--- config.mk ---
export PLATFORM = sky130hd
export DESIGN_NAME = card_hotplug_debounce
export DESIGN_NICKNAME = d
export VERILOG_FILES = /design/src/rtl/hotplug_pkg.sv /design/src/rtl/hp_sync.sv /design/src/rtl/hp_settle_timer.sv /design/src/rtl/card_hotplug_debounce.sv
export SDC_FILE = /design/constraint.sdc
export NUM_CORES = 1
export LEC_CHECK = 0
export ABC_AREA = 0
export BUFFER_PORTS_ARGS = -buffer_cell sky130_fd_sc_hd__buf_2
export CAP_MARGIN = 20
export CORE_AREA = 4 4 70 72
export CTS_CLUSTER_SIZE = 14
export DETAILED_ROUTE_END_ITERATION = 10
export DIE_AREA = 0 0 74 76
export PLACE_DENSITY_LB_ADDON = 0.15
export SKIP_CTS_REPAIR_TIMING = 1
export SLEW_MARGIN = 0
export SYNTH_ARGS = -nofsm -noshare
export SYNTH_HDL_FRONTEND = slang
export SYNTH_HIERARCHICAL = 1
export SYNTH_SLANG_ARGS = --single-unit
--- constraint.sdc ---
create_clock -name clk -period 2.4 [get_ports clk]
set_input_delay 0.48 -clock clk [delete_from_list [all_inputs] [get_ports clk]]
set_output_delay 0.48 -clock clk [all_outputs]
set_load 0.01 [all_outputs]
--- src/rtl/hotplug_pkg.sv ---
package hotplug_pkg;

    typedef struct packed {
        logic armed;
        logic [31:0] cnt;
    } timer_state_t;

    typedef struct packed {
        logic det_prev;
        logic ins;
        logic rem;
        logic present;
        logic ready;
    } event_state_t;

endpackage

--- src/rtl/hp_sync.sv ---
module hp_sync #(
    parameter int WIDTH = 1,
    parameter logic [WIDTH-1:0] RST_VAL = '0
) (
    input  logic             clk,
    input  logic             rst_n,
    input  logic [WIDTH-1:0] din,
    output logic [WIDTH-1:0] dout
);
    logic [WIDTH-1:0] s1_q, s2_q;

    always_ff @(posedge clk or negedge rst_n) begin
        if (!rst_n) begin
            s1_q <= RST_VAL;
            s2_q <= RST_VAL;
        end else begin
            s1_q <= din;
            s2_q <= s1_q;
        end
    end

    assign dout = s2_q;
endmodule

--- src/rtl/hp_settle_timer.sv ---
module hp_settle_timer #(
    parameter int SETTLE_CYC = 15_000_000
) (
    input  logic clk,
    input  logic rst_n,
    input  logic restart,
    output logic expire
);
    import hotplug_pkg::*;
    localparam int CNT_W = (SETTLE_CYC > 1) ? $clog2(SETTLE_CYC) : 1;
    localparam logic [31:0] LOAD = 32'(SETTLE_CYC - 1);

    timer_state_t st_d, st_q;

    always_comb begin
        st_d   = st_q;
        expire = 1'b0;
        if (restart) begin
            st_d.armed = 1'b1;
            st_d.cnt   = LOAD;
        end else if (st_q.armed) begin
            if (st_q.cnt == '0) begin
                expire     = 1'b1;
                st_d.armed = 1'b0;
            end else begin
                st_d.cnt = st_q.cnt - 32'd1;
            end
        end
    end

    always_ff @(posedge clk or negedge rst_n) begin
        if (!rst_n) st_q <= '0;
        else        st_q <= st_d;
    end

    // the count never exceeds the load value while armed
    a_r4_count_bound: assert property (@(posedge clk) disable iff (!rst_n)
        st_q.armed |-> (st_q.cnt <= LOAD));
    // a restart always leaves the timer armed at full length
    a_r4_restart_reload: assert property (@(posedge clk) disable iff (!rst_n)
        restart |=> (st_q.armed && st_q.cnt == LOAD));
    // at most one expiry per arming
    a_r4_single_expire: assert property (@(posedge clk) disable iff (!rst_n)
        expire |=> !st_q.armed || $past(restart));

    logic unused_w;
    assign unused_w = ^CNT_W;
endmodule

--- src/rtl/card_hotplug_debounce.sv ---
module card_hotplug_debounce #(
    parameter int SETTLE_CYC = 15_000_000
) (
    input  logic clk,
    input  logic rst_n,
    input  logic det_n_raw,
    input  logic wp_raw,
    input  logic insert_only,
    input  logic ident_done,
    output logic evt_insert,
    output logic evt_remove,
    output logic card_present,
    output logic card_ready,
    output logic write_protect
);
    import hotplug_pkg::*;

    logic [1:0] sync_out;
    logic       det_s;
    logic       edge_fall, edge_rise, arm, expire;

    event_state_t ev_d, ev_q;

    hp_sync #(.WIDTH(2), .RST_VAL(2'b01)) u_sync (
        .clk  (clk),
        .rst_n(rst_n),
        .din  ({wp_raw, det_n_raw}),
        .dout (sync_out)
    );
    assign det_s         = sync_out[0];
    assign write_protect = sync_out[1];

    assign edge_fall = ev_q.det_prev & ~det_s;
    assign edge_rise = ~ev_q.det_prev & det_s;
    assign arm       = edge_fall | (edge_rise & ~insert_only);

    hp_settle_timer #(.SETTLE_CYC(SETTLE_CYC)) u_timer (
        .clk    (clk),
        .rst_n  (rst_n),
        .restart(arm),
        .expire (expire)
    );

    always_comb begin
        ev_d          = ev_q;
        ev_d.det_prev = det_s;
        ev_d.ins      = 1'b0;
        ev_d.rem      = 1'b0;
        if (ident_done) ev_d.ready = 1'b1;
        if (expire) begin
            ev_d.ins     = ~det_s;
            ev_d.rem     = det_s;
            ev_d.present = ~det_s;
            ev_d.ready   = 1'b0;
        end
    end

    always_ff @(posedge clk or negedge rst_n) begin
        if (!rst_n) ev_q <= '{det_prev: 1'b1, ins: 1'b0, rem: 1'b0, present: 1'b0, ready: 1'b0};
        else        ev_q <= ev_d;
    end

    assign evt_insert   = ev_q.ins;
    assign evt_remove   = ev_q.rem;
    assign card_present = ev_q.present;
    assign card_ready   = ev_q.ready;

    // never both events together
    a_r10_exclusive: assert property (@(posedge clk) disable iff (!rst_n)
        $onehot0({evt_insert, evt_remove}));
    // events last a single cycle
    a_r3_ins_pulse: assert property (@(posedge clk) disable iff (!rst_n)
        evt_insert |=> !evt_insert);
    a_r3_rem_pulse: assert property (@(posedge clk) disable iff (!rst_n)
        evt_remove |=> !evt_remove);
    // presence agrees with the event and holds otherwise
    a_r7_ins_present: assert property (@(posedge clk) disable iff (!rst_n)
        evt_insert |-> card_present);
    a_r7_rem_absent: assert property (@(posedge clk) disable iff (!rst_n)
        evt_remove |-> !card_present);
    a_r7_present_hold: assert property (@(posedge clk) disable iff (!rst_n)
        !(evt_insert || evt_remove) |-> $stable(card_present));
    // every event leaves the ready flag cleared
    a_r8_ready_clear: assert property (@(posedge clk) disable iff (!rst_n)
        (evt_insert || evt_remove) |-> !card_ready);
endmodule

# Word level (Yosys, flattened, before mapping)
# Index checks and enable logic that the tools add are counted.
# classes
addsub,1
n_mul,0
n_div,0
magnitude_cmp,0
n_eq_ne,1
shifts,0
n_mux,9
bitwise_logic,7
reduce_logical,4
# op_table
cell,n
33-bit two-way mux,2
32-bit logical NOT,1
32-bit two-way mux,1
"32-bit by 1-bit subtractor with 32-bit output, second input constant",1
1-bit two-way mux,5
4-bit two-way mux,1
2-bit nonzero test,2
1-bit bitwise AND,3
1-bit inverter,3
"2-bit inequality test, second input constant",1
2-bit AND reduction,1
1-bit bitwise OR,1
# word_totals
regBits,42
latch_bits,0
ramBits,0
mem_bits_ro,0
in_bits,6
output_inout_bits,5
elab_cells,31
memories,0

# Logic depth before layout (Yosys ltp)
# Gate-level depths: netlist of run 1.
# logic_depth
word_depth,6
depth_mapped,11
ltp_nobuf,9

# By module
# The synthesis of run 1 kept the hierarchy.
# by_module_without_submodules
mod,instances,cells_each,area_per_inst_um2,seq_area_each_um2
hp_settle_timer,1,217,1989.4,825.8
card_hotplug_debounce,1,13,178.9,126.4
hp_sync,1,4,102.6,102.6

# Least setup slack after synthesis of run 1
# Ideal clock, no wire load.
# synth_path
path_kind,register to register
from,register u_timer/st_q[0] (netlist name)
to,register ev_q (netlist bit card_present)
setup_time_ns,0.064
t_arrival_ns,2.187
required_ns,2.336
slack_ns,0.149
stages_incl_launch_ff,12
n_path_buf,2
period_less_slack_ns,2.251
cell_sequence,dfrtp_1 -> inv_1 -> ha_1 -> nor2b_1 -> and3_1 -> and3_1 -> buf_2 -> buf_2 -> nand2_1 -> nor2_1 -> nor2b_2 -> a21o_1
# synth_via
elab_chain_len,4
# synth_lines
item,line,rtl
start: declaration,hp_settle_timer.sv:13,"timer_state_t st_d, st_q;"
start signal: assignment,hp_settle_timer.sv:33,else st_q <= st_d;
32-bit logical NOT,hp_settle_timer.sv:22,if (st_q.cnt == '0) begin
1-bit two-way mux,hp_settle_timer.sv:22,
1-bit two-way mux,hp_settle_timer.sv:21,end else if (st_q.armed) begin
1-bit two-way mux,hp_settle_timer.sv:18,if (restart) begin
net expire,card_hotplug_debounce.sv:20,"logic edge_fall, edge_rise, arm, expire;"
end signal: assignment,card_hotplug_debounce.sv:59,"if (!rst_n) ev_q <= '{det_prev: 1'b1, ins: 1'b0, rem: 1'b0, present: 1'b0, ready: 1'b0};"
end signal: assignment,card_hotplug_debounce.sv:60,else ev_q <= ev_d;
end: declaration,card_hotplug_debounce.sv:22,"event_state_t ev_d, ev_q;"
# The timed path passes the listed nets, and every way through them passes these cells.
# A chain may end at the register's enable or synchronous reset.

# Worst setup path in the final report of run 1
# layout_path
from,register u_timer/st_q[0] (netlist name)
to,register u_timer/st_q[10] (netlist name)
# layout_via
elab_chain_len,4
word_cells_on_any_way,7
cone_classes,1 x add/sub; 1 x eq/ne; 3 x mux; 2 x reduce/logical
# layout_lines
item,line,rtl
32-bit by 1-bit subtractor with 32-bit output,hp_settle_timer.sv:26,st_d.cnt = st_q.cnt - 32'd1;
32-bit two-way mux,hp_settle_timer.sv:22,
33-bit two-way mux,hp_settle_timer.sv:21,
33-bit two-way mux,hp_settle_timer.sv:18,
# Several ways; a longest one is shown, not always the timed one. The select of a mux whose other input is x is not followed.

==> results of run 1 <==
power breakdown:
group	internal (mW)	switching [mW]	leakage, nW
Clock	0.204	0.246	0.0441
Combinational	0.0439	0.0677	0.506
Sequential	0.726	0.0195	0.488
Total	0.974	0.334	1.04
flip-flops by register name, summed over array words and instances (netlist names):
register / cells
ev_q: 1
evt_remove: 1
u_sync/dout: 2
card_ready: 1
u_sync/s1_q: 2
u_timer/st_q: 33
card_present: 1
evt_insert: 1
metal layers:
metal / routed length, um / share of wire [%]
met1: 2233 / 47
met2: 2310 / 48
met3: 140 / 2.9
met4: 82 / 1.7
met5: 0 / 0
synth_stat cells, drive strengths merged (4+ instances only):
master  number  area share [%]
dfrtp       39              43
nor2        28             4.7
a21oi       20             4.4
nor2b       13             3.7
mux2        11             5.6
nand2       10             1.7
o22a        10             3.9
or3         10             3.4
clkbuf       9             1.5
nor3         9             2.2
nand3        6             1.3
inv          5            0.83
nand4        5             1.4
o21ai        5             1.1
or4          5             1.7
nor4         4             1.1
through the flow:
stage	hold slack, ps	power [mW]	instance area [um^2]	setup TNS [ps]
5_1_grt	258.0	1.375	2561	-58.01
6_report	240.6	1.307	2561	0
3_5_place_dp	346.9	0.8731	2465	0
4_1_cts	251.1	1.325	2555	0
3_3_place_gp	333.6	0.8677	2465	0
2_1_floorplan	184.4	0.8266	2271	0
logic make-up (layout without fill, tap and decap cells):
kind of cell	after synthesis	count (layout)	share of synthesized area (%)
AND/OR/NAND/NOR	103	103	25.84
AO/OA/AOI/OAI	56	56	16.97
flip-flops	42	42	46.45
buffers and inverters	17	40	2.975
multiplexers	12	12	6.061
XOR/XNOR	3	3	1.157
adder cells (fa/ha/maj)	1	1	0.5509
critical path, delay by kind of cell (launching register included):
family,cells,cell delay [ps]
adders and majority gates,1,200
buffers and inverters,1,70
DFF,1,410
AOI/OAI and AO/OA,1,470
muxes,1,380
and+or+nand+nor,3,660
worst min path at each step:
stage                                end  depth (start not counted)
after floorplan             card_present                          0
after CTS                     evt_insert                          2
after detailed placement  u_sync/dout[0]                          0
final                         evt_insert                          2
after global routing      u_sync/s1_q[0]                          1
after global placement    u_sync/dout[1]                          0
layout make-up:
| type | instances | area, um^2 |
|---|---|---|
| clock inverters | 3 | 21.27 |
| well taps | 52 | 65.06 |
| fillers | 377 | 1733 |
| repair buffers | 27 | 177.7 |
| clock buffers | 5 | 68.82 |
| inverters | 5 | 18.77 |
| flip-flops and latches | 42 | 1055 |
| multi-input cells | 175 | 1155 |
==> summary.txt, run 1 <==
GRT
  – Total grt overflow: 0
  – Initial antenna violation count: 0
  – Met3 usage: 3.958%
  – Vias in the first global route: 1743
  – Met1 Use GR: 24.51%
  – Total Routing Usage GR: 18.16%
  – First-pass GRT wire length: 8073 um
  – Largest net degree at the start of global routing: 43
  – Most crowded layer after global routing: met2
  – Met2 usage: 28.10%

Place
  – Dpl cells: 301
  – Pre-CTS WS: 81.01 ps
  – Routability congestion estimate: 0.8667
  – Hpwl dp: 3397 um
  – PortBufs: 10

Critical path
  – Flop2flop setup slack: 100 ps
  – Crit path to: u_timer/st_q[10]
  – Worst endpoint required time: 2590 ps
  – CP Capture Type: flip-flop
  – Cells on worst reg2reg path: 7
  – Launch point of the worst path: u_timer/st_q[0]
  – Max stage delay on crit path: 470 ps
  – Worst EP arrival: 2480 ps
  – CP Cell Sequence: inv_1 > ha_1 > nor2b_1 > and3_2 > and3_2 > a2111oi_1 > mux2_2
  – Top cell by count, worst path: and3_2
  – CP Class: reg2reg
  – Worst Setup Start Kind: flip-flop
  – Max stage delay cell, worst path: a2111oi_1
  – CP Max Fanout: 8
  – RR Endpoint: u_timer/st_q[10]
  – RR Startpoint: u_timer/st_q[0]

CTS
  – CTS buffer count: 5
  – Clock sink total: 42
  – Clock transition at path regs: 80 ps
  – Clk buf depth: 2
  – Htree depth: 2
  – Clock Root Buffer: clkbuf_8
  – Worst-Skew Late Latency: 300 ps
  – Clock tree from TritonCTS: built

Die
  – Die area: 5624 um^2
  – Core area: 4294 um^2
  – Initial Util: 52.88%
  – Io pins: 11
  – Placement Rows: 24
  – Die Y: 76 um
  – Die X: 74 um

STA
  – Fmax: 0.4355 GHz
  – Period minus WS final: 2296 ps
  – Final worst-path cycle share: 95.68%
  – Final worst slack: 103.7 ps
  – Worst clock skew: 8.134 ps
  – Worst Tran Pin Value: 516.3 ps
  – Final-report max-slew violation count: 0
  – Hold Vio Cnt, Final: 0
  – # setup viols final: 0
  – RSZ-0062 raised after global routing: yes
  – Slew HR: 65.58%

Synth
  – Mapped Nets: 241
  – Post-Syn Instances: 234
  – Post-synth ARST share: 100.0%
  – Synth Flop Type: dfrtp_1
  – Netlist Area Pre-Place: 2271 um^2
  – Post-synth EDFFs: 0
  – Sequential share of the synthesized area: 46.45%
  – Synth unique cells: 47
  – Yosys warnings: 6
  – Avg Cell Area, Syn: 9.705 um^2
  – Seq cells post-synth: 42

Final layout
  – Post-Layout Cell Count: 309
  – Most common cell after layout, fill and taps aside: dfrtp_1
  – Commonest cells after routing, fill and taps aside: 39 x dfrtp_1, 27 x nor2_1, 20 x a21oi_1
  – Final nets: 263
  – N_diodes: 0
  – Fin util: 59.64%
  – Synthesis-to-finish area growth: 12.78%
  – Share of layout cells above drive strength 1: 23.74%

Routing
  – DR iter-0 viols: 109
  – DRT antenna net count: 0
  – Via count: 1836
  – Drt total wl: 4766 um
  – Number of detailed-route iterations in the first pass: 4
  – Wire per inst: 15.42 um
  – # DRC: 0
  – Vias per cell: 5.942

Pwr
  – Pwr/cell area: 510.5 nW/um^2
  – P_leak: 1.039 nW
  – Maximum VDD drop: 0.0004179 V

Outcome
  – Status: completed

Worst hold path
  – Hold WC Path Type: in2async

Flow run
  – Max-cap violations: 0
(Power assumes the default switching activity.)
==> run 2, diff against run 1 <==
--- a/config.mk
+++ b/config.mk
@@ -13,5 +13,5 @@
 export DETAILED_ROUTE_END_ITERATION = 10
 export DIE_AREA = 0 0 74 76
-export PLACE_DENSITY_LB_ADDON = 0.15
+export PLACE_DENSITY = 0.73
 export SKIP_CTS_REPAIR_TIMING = 1
 export SLEW_MARGIN = 0
==> constraint.sdc (replaced) <==
create_clock -name clk -period 2.4 [get_ports clk]
set_input_delay 0.48 -clock clk [delete_from_list [all_inputs] [get_ports clk]]
set_output_delay 0.48 -clock clk [all_outputs]
set_load 0.02 [all_outputs]
==> run 2 against run 1 <==
Clock power grew 2%. Utilization grew 0.84 points. Critical path depth is the same. Worst hold slack lost 130 ps. Sequential power is essentially flat. Die area is the same. First-iteration DRC count shrank 6.4%. Wire length grew 1.9%. Non-clock buffer count grew 1. Critical endpoint unchanged.
==> summary.txt, run 2 (synthesis gave the netlist of run 1 again) <==
Critical path
  – Worst Setup Start Kind: flip-flop
  – Max stage delay on crit path: 480 ps (about the same)
  – CP bufs+invs: 1 (unchanged)
  – Worst EP arrival: 2490 ps (about the same)
  – Top cell by count, worst path: and3_1
  – Worst endpoint required time: 2590 ps (about the same)
  – CP Cell Sequence: inv_1 > ha_1 > nor2b_1 > and3_1 > and3_1 > a2111oi_1 > mux2_2
  – CP Max Fanout: 5 (-3)
  – CP Class: reg2reg
  – Delay-heaviest family, CP: simple AND/OR/NAND/NOR gates
  – Max stage delay cell, worst path: a2111oi_1
  – CP Capture Type: flip-flop

Die
  – Die area: 5624 um^2 (unchanged)
  – Io pins: 11 (unchanged)
  – Initial Util: 52.88% (unchanged)
  – Die X: 74 um (unchanged)
  – Die Y: 76 um (unchanged)
  – Core area: 4294 um^2 (unchanged)
  – Placement Rows: 24 (unchanged)

Routing
  – Drt total wl: 4857 um (+1.9%)
  – # DRC: 0 (unchanged)
  – Wire per inst: 15.67 um (+1.6%)
  – Via count: 1854 (+0.98%)
  – Vias per cell: 5.981 (+0.65%)
  – DRT antenna net count: 0 (unchanged)
  – DR iter-0 viols: 102 (-6.4%)
  – Number of detailed-route iterations in the first pass: 4 (unchanged)

Final layout
  – Largest register FFs: 33 (unchanged)
  – Register Area: 1055 um^2 (unchanged)
  – Most common cell after layout, fill and taps aside: dfrtp_1
  – Fill count: 360 (-4.5%)
  – Final nets: 264 (+0.38%)
  – Share of layout cells above drive strength 1: 23.64% (-0.092 points)
  – Multi-input logic area: 1159 um^2 (+0.32%)
  – Final Cell Area: 2597 um^2 (+1.4%)
  – Synthesis-to-finish area growth: 14.38%
  – Largest reg by FF count: u_timer/st_q
  – N_diodes: 0 (unchanged)
  – Commonest cells after routing, fill and taps aside: 39 x dfrtp_1, 26 x nor2_1, 20 x a21oi_1

STA
  – Final worst slack: 95.73 ps (-7.930 ps)
  – Worst clock skew: 4.133 ps (-4.001 ps)
  – Final-report max-slew violation count: 0 (unchanged)
  – Final worst-path cycle share: 96.01% (+0.33 points)
  – Worst Tran Pin Value: 448.7 ps (-67.55 ps)
  – RSZ-0062 raised after global routing: no
  – Hold Vio Cnt, Final: 0 (unchanged)
  – Fmax: 0.4340 GHz (-0.34%)
  – Slew HR: 70.09% (+4.5 points)
  – Period minus WS final: 2304 ps (+7.930 ps)
  – Setup_tns: 0 ps (unchanged)
  – # setup viols final: 0 (unchanged)

CTS
  – Clock sink total: 42 (unchanged)
  – Htree depth: 2 (unchanged)
  – Clock transition at path regs: 80 ps (about the same)
  – CTS buffer count: 5 (unchanged)
  – Worst-Skew Late Latency: 300 ps (about the same)
  – Clock tree from TritonCTS: built
  – Clk buf depth: 2 (unchanged)
  – Clock Root Buffer: clkbuf_8

Pwr
  – Pwr/cell area: 507.6 nW/um^2 (-0.56%)
  – Maximum VDD drop: 0.0004230 V (+1.2%)
  – P_leak: 1.052 nW (+1.3%)
  – Total power: 1.319 mW (+0.85%)

Outcome
  – Status: completed

GRT
  – Vias in the first global route: 1789 (+2.6%)
  – First-pass GRT wire length: 8335 um (+3.2%)
  – Total grt overflow: 0 (unchanged)
  – Total Routing Usage GR: 18.81% (+0.64 points)
  – Largest net degree at the start of global routing: 40 (-7.0%)
  – Initial antenna violation count: 0 (unchanged)

Place
  – Hpwl dp: 3470 um (+2.2%)
  – PortBufs: 10 (unchanged)
  – Pre-CTS WS: 65.63 ps (-15.38 ps)
  – Dpl cell area: 2482 um^2 (+0.71%)
  – Routability congestion estimate: 0.8451 (-2.5%)

Flow run
  – Max-cap violations: 0 (unchanged)

Worst hold path
  – Hold WC Path Type: in2async
run 2: cell count changes in the layout (fill, tap and decap cells not counted):
| cell | previous run | this run |
|---|---|---|
| buf_4 | 17 | 16 |
| and3_2 | 2 | 0 |
| nor4_1 | 4 | 3 |
| nor2_1 | 27 | 26 |
| a21o_1 | 1 | 2 |
| and3_1 | 0 | 2 |
| nor4_2 | 0 | 1 |
| a2111oi_1 | 2 | 1 |
| nor2_2 | 1 | 2 |
| a2111oi_0 | 0 | 1 |
| a21o_2 | 1 | 0 |
| buf_12 | 0 | 2 |
run 2: cell type report:
| type | instances | share of cell area (%) |
|---|---|---|
| timing repair buffer | 28 | 8.093 |
| multi-input combinational | 175 | 44.60 |
| inverter | 5 | 0.7225 |
| sequential | 42 | 40.61 |
| clock buffer | 5 | 2.649 |
| clock inverter | 3 | 0.8189 |
| tap | 52 | 2.505 |
run 2: per-stage QoR:
stage,utilization [%],instances,hold WS (ps)
2_1_floorplan,-,234,184.4
3_3_place_gp,57.81,300,333.2
3_5_place_dp,57.81,300,337.9
4_1_cts,59.91,308,124.9
5_1_grt,60.49,310,129.6
6_report,60.49,310,114.7
run 2: report_power, final:
part	internal, mW	total, mW	switching [mW]
Combinational	0.0456	0.115	0.0696
Sequential	0.726	0.746	0.0198
Clock	0.204	0.458	0.254
run 2: worst paths after layout:
check	start	to	slack [ps]	depth (start not counted)
worst max-delay path	u_timer/st_q[0]	u_timer/st_q[10]	100	7
worst min register to register	u_sync/s1_q[1]	u_sync/dout[1]	360	0
min in group clk	det_n_raw	u_sync/s1_q[0]	280	1
max in group asynchronous	rst_n	u_sync/dout[0]	1730	2
worst max register to register	u_timer/st_q[0]	u_timer/st_q[10]	100	7
worst min-delay path	rst_n	u_timer/st_q[31]	110	1
run 2: routing by layer:
metal  part of all wire, %  vias to the layer above  GRT usage (%)
met3                   3.4                        6          3.958
li1                      -                      909              -
met1                    46                      907          25.81
met2                    49                       32          29.96
met5                     0                        -              0
met4                   1.0                        0          4.891
run 2: worst register-to-register path, cell delays in order (launching register included):
cell and delay (ps):
dfrtp_1 410, inv_1 70, ha_1 220, nor2b_1 160, and3_1 220, and3_1 240
a2111oi_1 480, mux2_2 390
==> run 3, diff against run 2 <==
--- a/config.mk
+++ b/config.mk
@@ -9,8 +9,8 @@
 export BUFFER_PORTS_ARGS = -buffer_cell sky130_fd_sc_hd__buf_2
 export CAP_MARGIN = 20
-export CORE_AREA = 4 4 70 72
+export CORE_AREA = 2 2 68 70
 export CTS_CLUSTER_SIZE = 14
 export DETAILED_ROUTE_END_ITERATION = 10
-export DIE_AREA = 0 0 74 76
+export DIE_AREA = 0 0 70 72
 export PLACE_DENSITY = 0.73
 export SKIP_CTS_REPAIR_TIMING = 1
==> constraint.sdc (replaced) <==
create_clock -name clk -period 2.4 [get_ports clk]
set_input_delay 0.36 -clock clk [delete_from_list [all_inputs] [get_ports clk]]
set_output_delay 0.36 -clock clk [all_outputs]
set_load 0.02 [all_outputs]
==> run 3 against run 2 <==
Critical endpoint is now u_timer/st_q[17]. Clock-buffer cell count unchanged. Sequential share of layout area increased by 0.16 points. Via count increased by 2.0%. Worst hold slack improved by 40 ps. Combinational power about the same.
==> summary.txt, run 3 (synthesis gave the netlist of run 1 again) <==
Critical path
  – CP Capture Type: flip-flop
  – CP Class: reg2reg
  – CP Max Fanout: 10 (+5)
  – Worst endpoint required time: 2590 ps (about the same)
  – Worst Setup Start Kind: flip-flop
  – Worst EP arrival: 2430 ps (-60 ps)

Pwr
  – P_leak: 1.060 nW (+0.79%)
  – Clock power share: 35.7% (+1.0 points)
  – Reported net switching power: 0.3513 mW (+2.4%)
  – Total power: 1.340 mW (+1.6%)
  – Internal power: 0.9890 mW (+1.4%)
  – Pwr/cell area: 518.0 nW/um^2 (+2.0%)
  – Sw Share: 26.21% (+0.20 points)
  – Seq pwr share: 55.5% (-1.0 points)
  – Maximum VDD drop: 0.0004021 V (-4.9%)
  – Combinational share of power: 8.8% (about the same)

Final layout
  – Synthesis-to-finish area growth: 13.94%
  – Fin util: 60.68% (+0.19 points)
  – Commonest cells after routing, fill and taps aside: 39 x dfrtp_1, 27 x nor2_1, 20 x a21oi_1
  – Register Area: 1055 um^2 (unchanged)
  – Final nets: 265 (+0.38%)
  – Share of layout cells above drive strength 1: 23.17% (-0.48 points)
  – Largest reg by FF count: u_timer/st_q
  – Multi-input logic area: 1149 um^2 (-0.86%)
  – Largest register FFs: 33 (unchanged)
  – Most common cell after layout, fill and taps aside: dfrtp_1
  – N_diodes: 0 (unchanged)
  – Fill count: 373 (+3.6%)

STA
  – Slew HR: 39.84% (-30 points)
  – Final worst-path cycle share: 93.62% (-2.4 points)
  – Hold Vio Cnt, Final: 0 (unchanged)
  – Worst clock skew: 4.266 ps (+0.1331 ps)
  – Worst Tran Pin Value: 902.4 ps (+453.7 ps)
  – Final-report max-slew violation count: 0 (unchanged)
  – Fmax: 0.4451 GHz (+2.6%)
  – Setup_tns: 0 ps (unchanged)
  – # setup viols final: 0 (unchanged)
  – Period minus WS final: 2247 ps (-57.39 ps)
  – RSZ-0062 raised after global routing: no

Routing
  – Vias per cell: 6.080 (+1.7%)
  – DR iter-0 viols: 139 (+36%)
  – Via count: 1891 (+2.0%)
  – Drt total wl: 4877 um (+0.41%)
  – DRT antenna net count: 0 (unchanged)
  – # DRC: 0 (unchanged)
  – Number of detailed-route iterations in the first pass: 4 (unchanged)
  – Wire per inst: 15.68 um (about the same)

CTS
  – Clock transition at path regs: 90 ps (about the same)
  – CTS buffer count: 5 (unchanged)
  – Htree depth: 2 (unchanged)
  – Clock Root Buffer: clkbuf_8
  – Worst-Skew Late Latency: 290 ps (about the same)
  – Clock sink total: 42 (unchanged)
  – Clk buf depth: 2 (unchanged)
  – Clock tree from TritonCTS: built

Place
  – Hpwl dp: 3436 um (-0.99%)
  – Routability congestion estimate: 0.8088 (-4.3%)
  – PortBufs: 10 (unchanged)

Die
  – Core area: 4264 um^2 (-0.70%)
  – Io pins: 11 (unchanged)
  – Die X: 70 um (-5.4%)
  – Initial Util: 53.26% (+0.37 points)
  – Die Y: 72 um (-5.3%)
  – Placement Rows: 24 (unchanged)
  – Die area: 5040 um^2 (-10%)

GRT
  – Total grt overflow: 0 (unchanged)
  – Met1 Use GR: 28.05% (+2.2 points)
  – Vias in the first global route: 1862 (+4.1%)
  – Initial antenna violation count: 0 (unchanged)
  – Most crowded layer after global routing: met2
  – Met2 usage: 33.12% (+3.2 points)
  – First-pass GRT wire length: 8418 um (+1.0%)
  – Largest net degree at the start of global routing: 43 (+7.5%)
  – Total Routing Usage GR: 20.74% (+1.9 points)
  – Met3 usage: 4.861% (+0.90 points)

Flow run
  – Max-cap violations: 0 (unchanged)

Outcome
  – Status: completed

Worst hold path
  – Hold WC Path Type: in2reg
[run 3: final timing paths]
check                      slack (ps)  cells after the start        startpoint          endpoint
max                               150                      6  u_timer/st_q[18]  u_timer/st_q[17]
min                               150                      1         det_n_raw    u_sync/s1_q[0]
max reg2reg                       150                      6  u_timer/st_q[18]  u_timer/st_q[17]
min reg2reg                       360                      0    u_sync/s1_q[0]    u_sync/dout[0]
max in group asynchronous        1640                      1             rst_n  u_timer/st_q[26]
min in group asynchronous         190                      1             rst_n  u_timer/st_q[27]
[run 3: metrics by stage]
stage | cell area [um^2] | hold WS, ps | instances | setup WS, ps
global route | 2587 | 134.8 | 311 | 36.10
finish | 2587 | 154.2 | 311 | 153.1
detailed placement | 2492 | 352.5 | 303 | 177.1
floorplan | 2271 | 64.41 | 234 | 149.1
CTS | 2587 | 144.5 | 311 | 166.9
global placement | 2492 | 346.1 | 303 | 186.3
[run 3: layout make-up]
type,count,area share (%)
well taps,52,2.515
clock inverters,3,1.015
repair buffers,29,7.930
clock buffers,5,2.660
multi-input cells,175,44.39
flip-flops and latches,42,40.76
inverters,5,0.7253
[run 3: power groups by stage]
stage | registers, mW | logic (mW) | clock network, mW
after floorplan | 0.756 | 0.0709 | 0
after global placement | 0.756 | 0.116 | 0
after detailed placement | 0.758 | 0.118 | 0
after CTS | 0.744 | 0.119 | 0.493
after global routing | 0.746 | 0.133 | 0.528
final | 0.744 | 0.118 | 0.478
[run 3: metal layers]
metal	part of all wire, %	wire [um]
met1	47	2300
met2	47	2316
met4	1.1	53
met5	0	0
met3	4.2	207
[run 3: critical path: stages (launching register included)]
cell and delay (ps):
dfrtp_1 430, or3_4 430, or3_4 410, nor2_2 240, buf_4 230, a2111oi_0 120, mux2_2 280
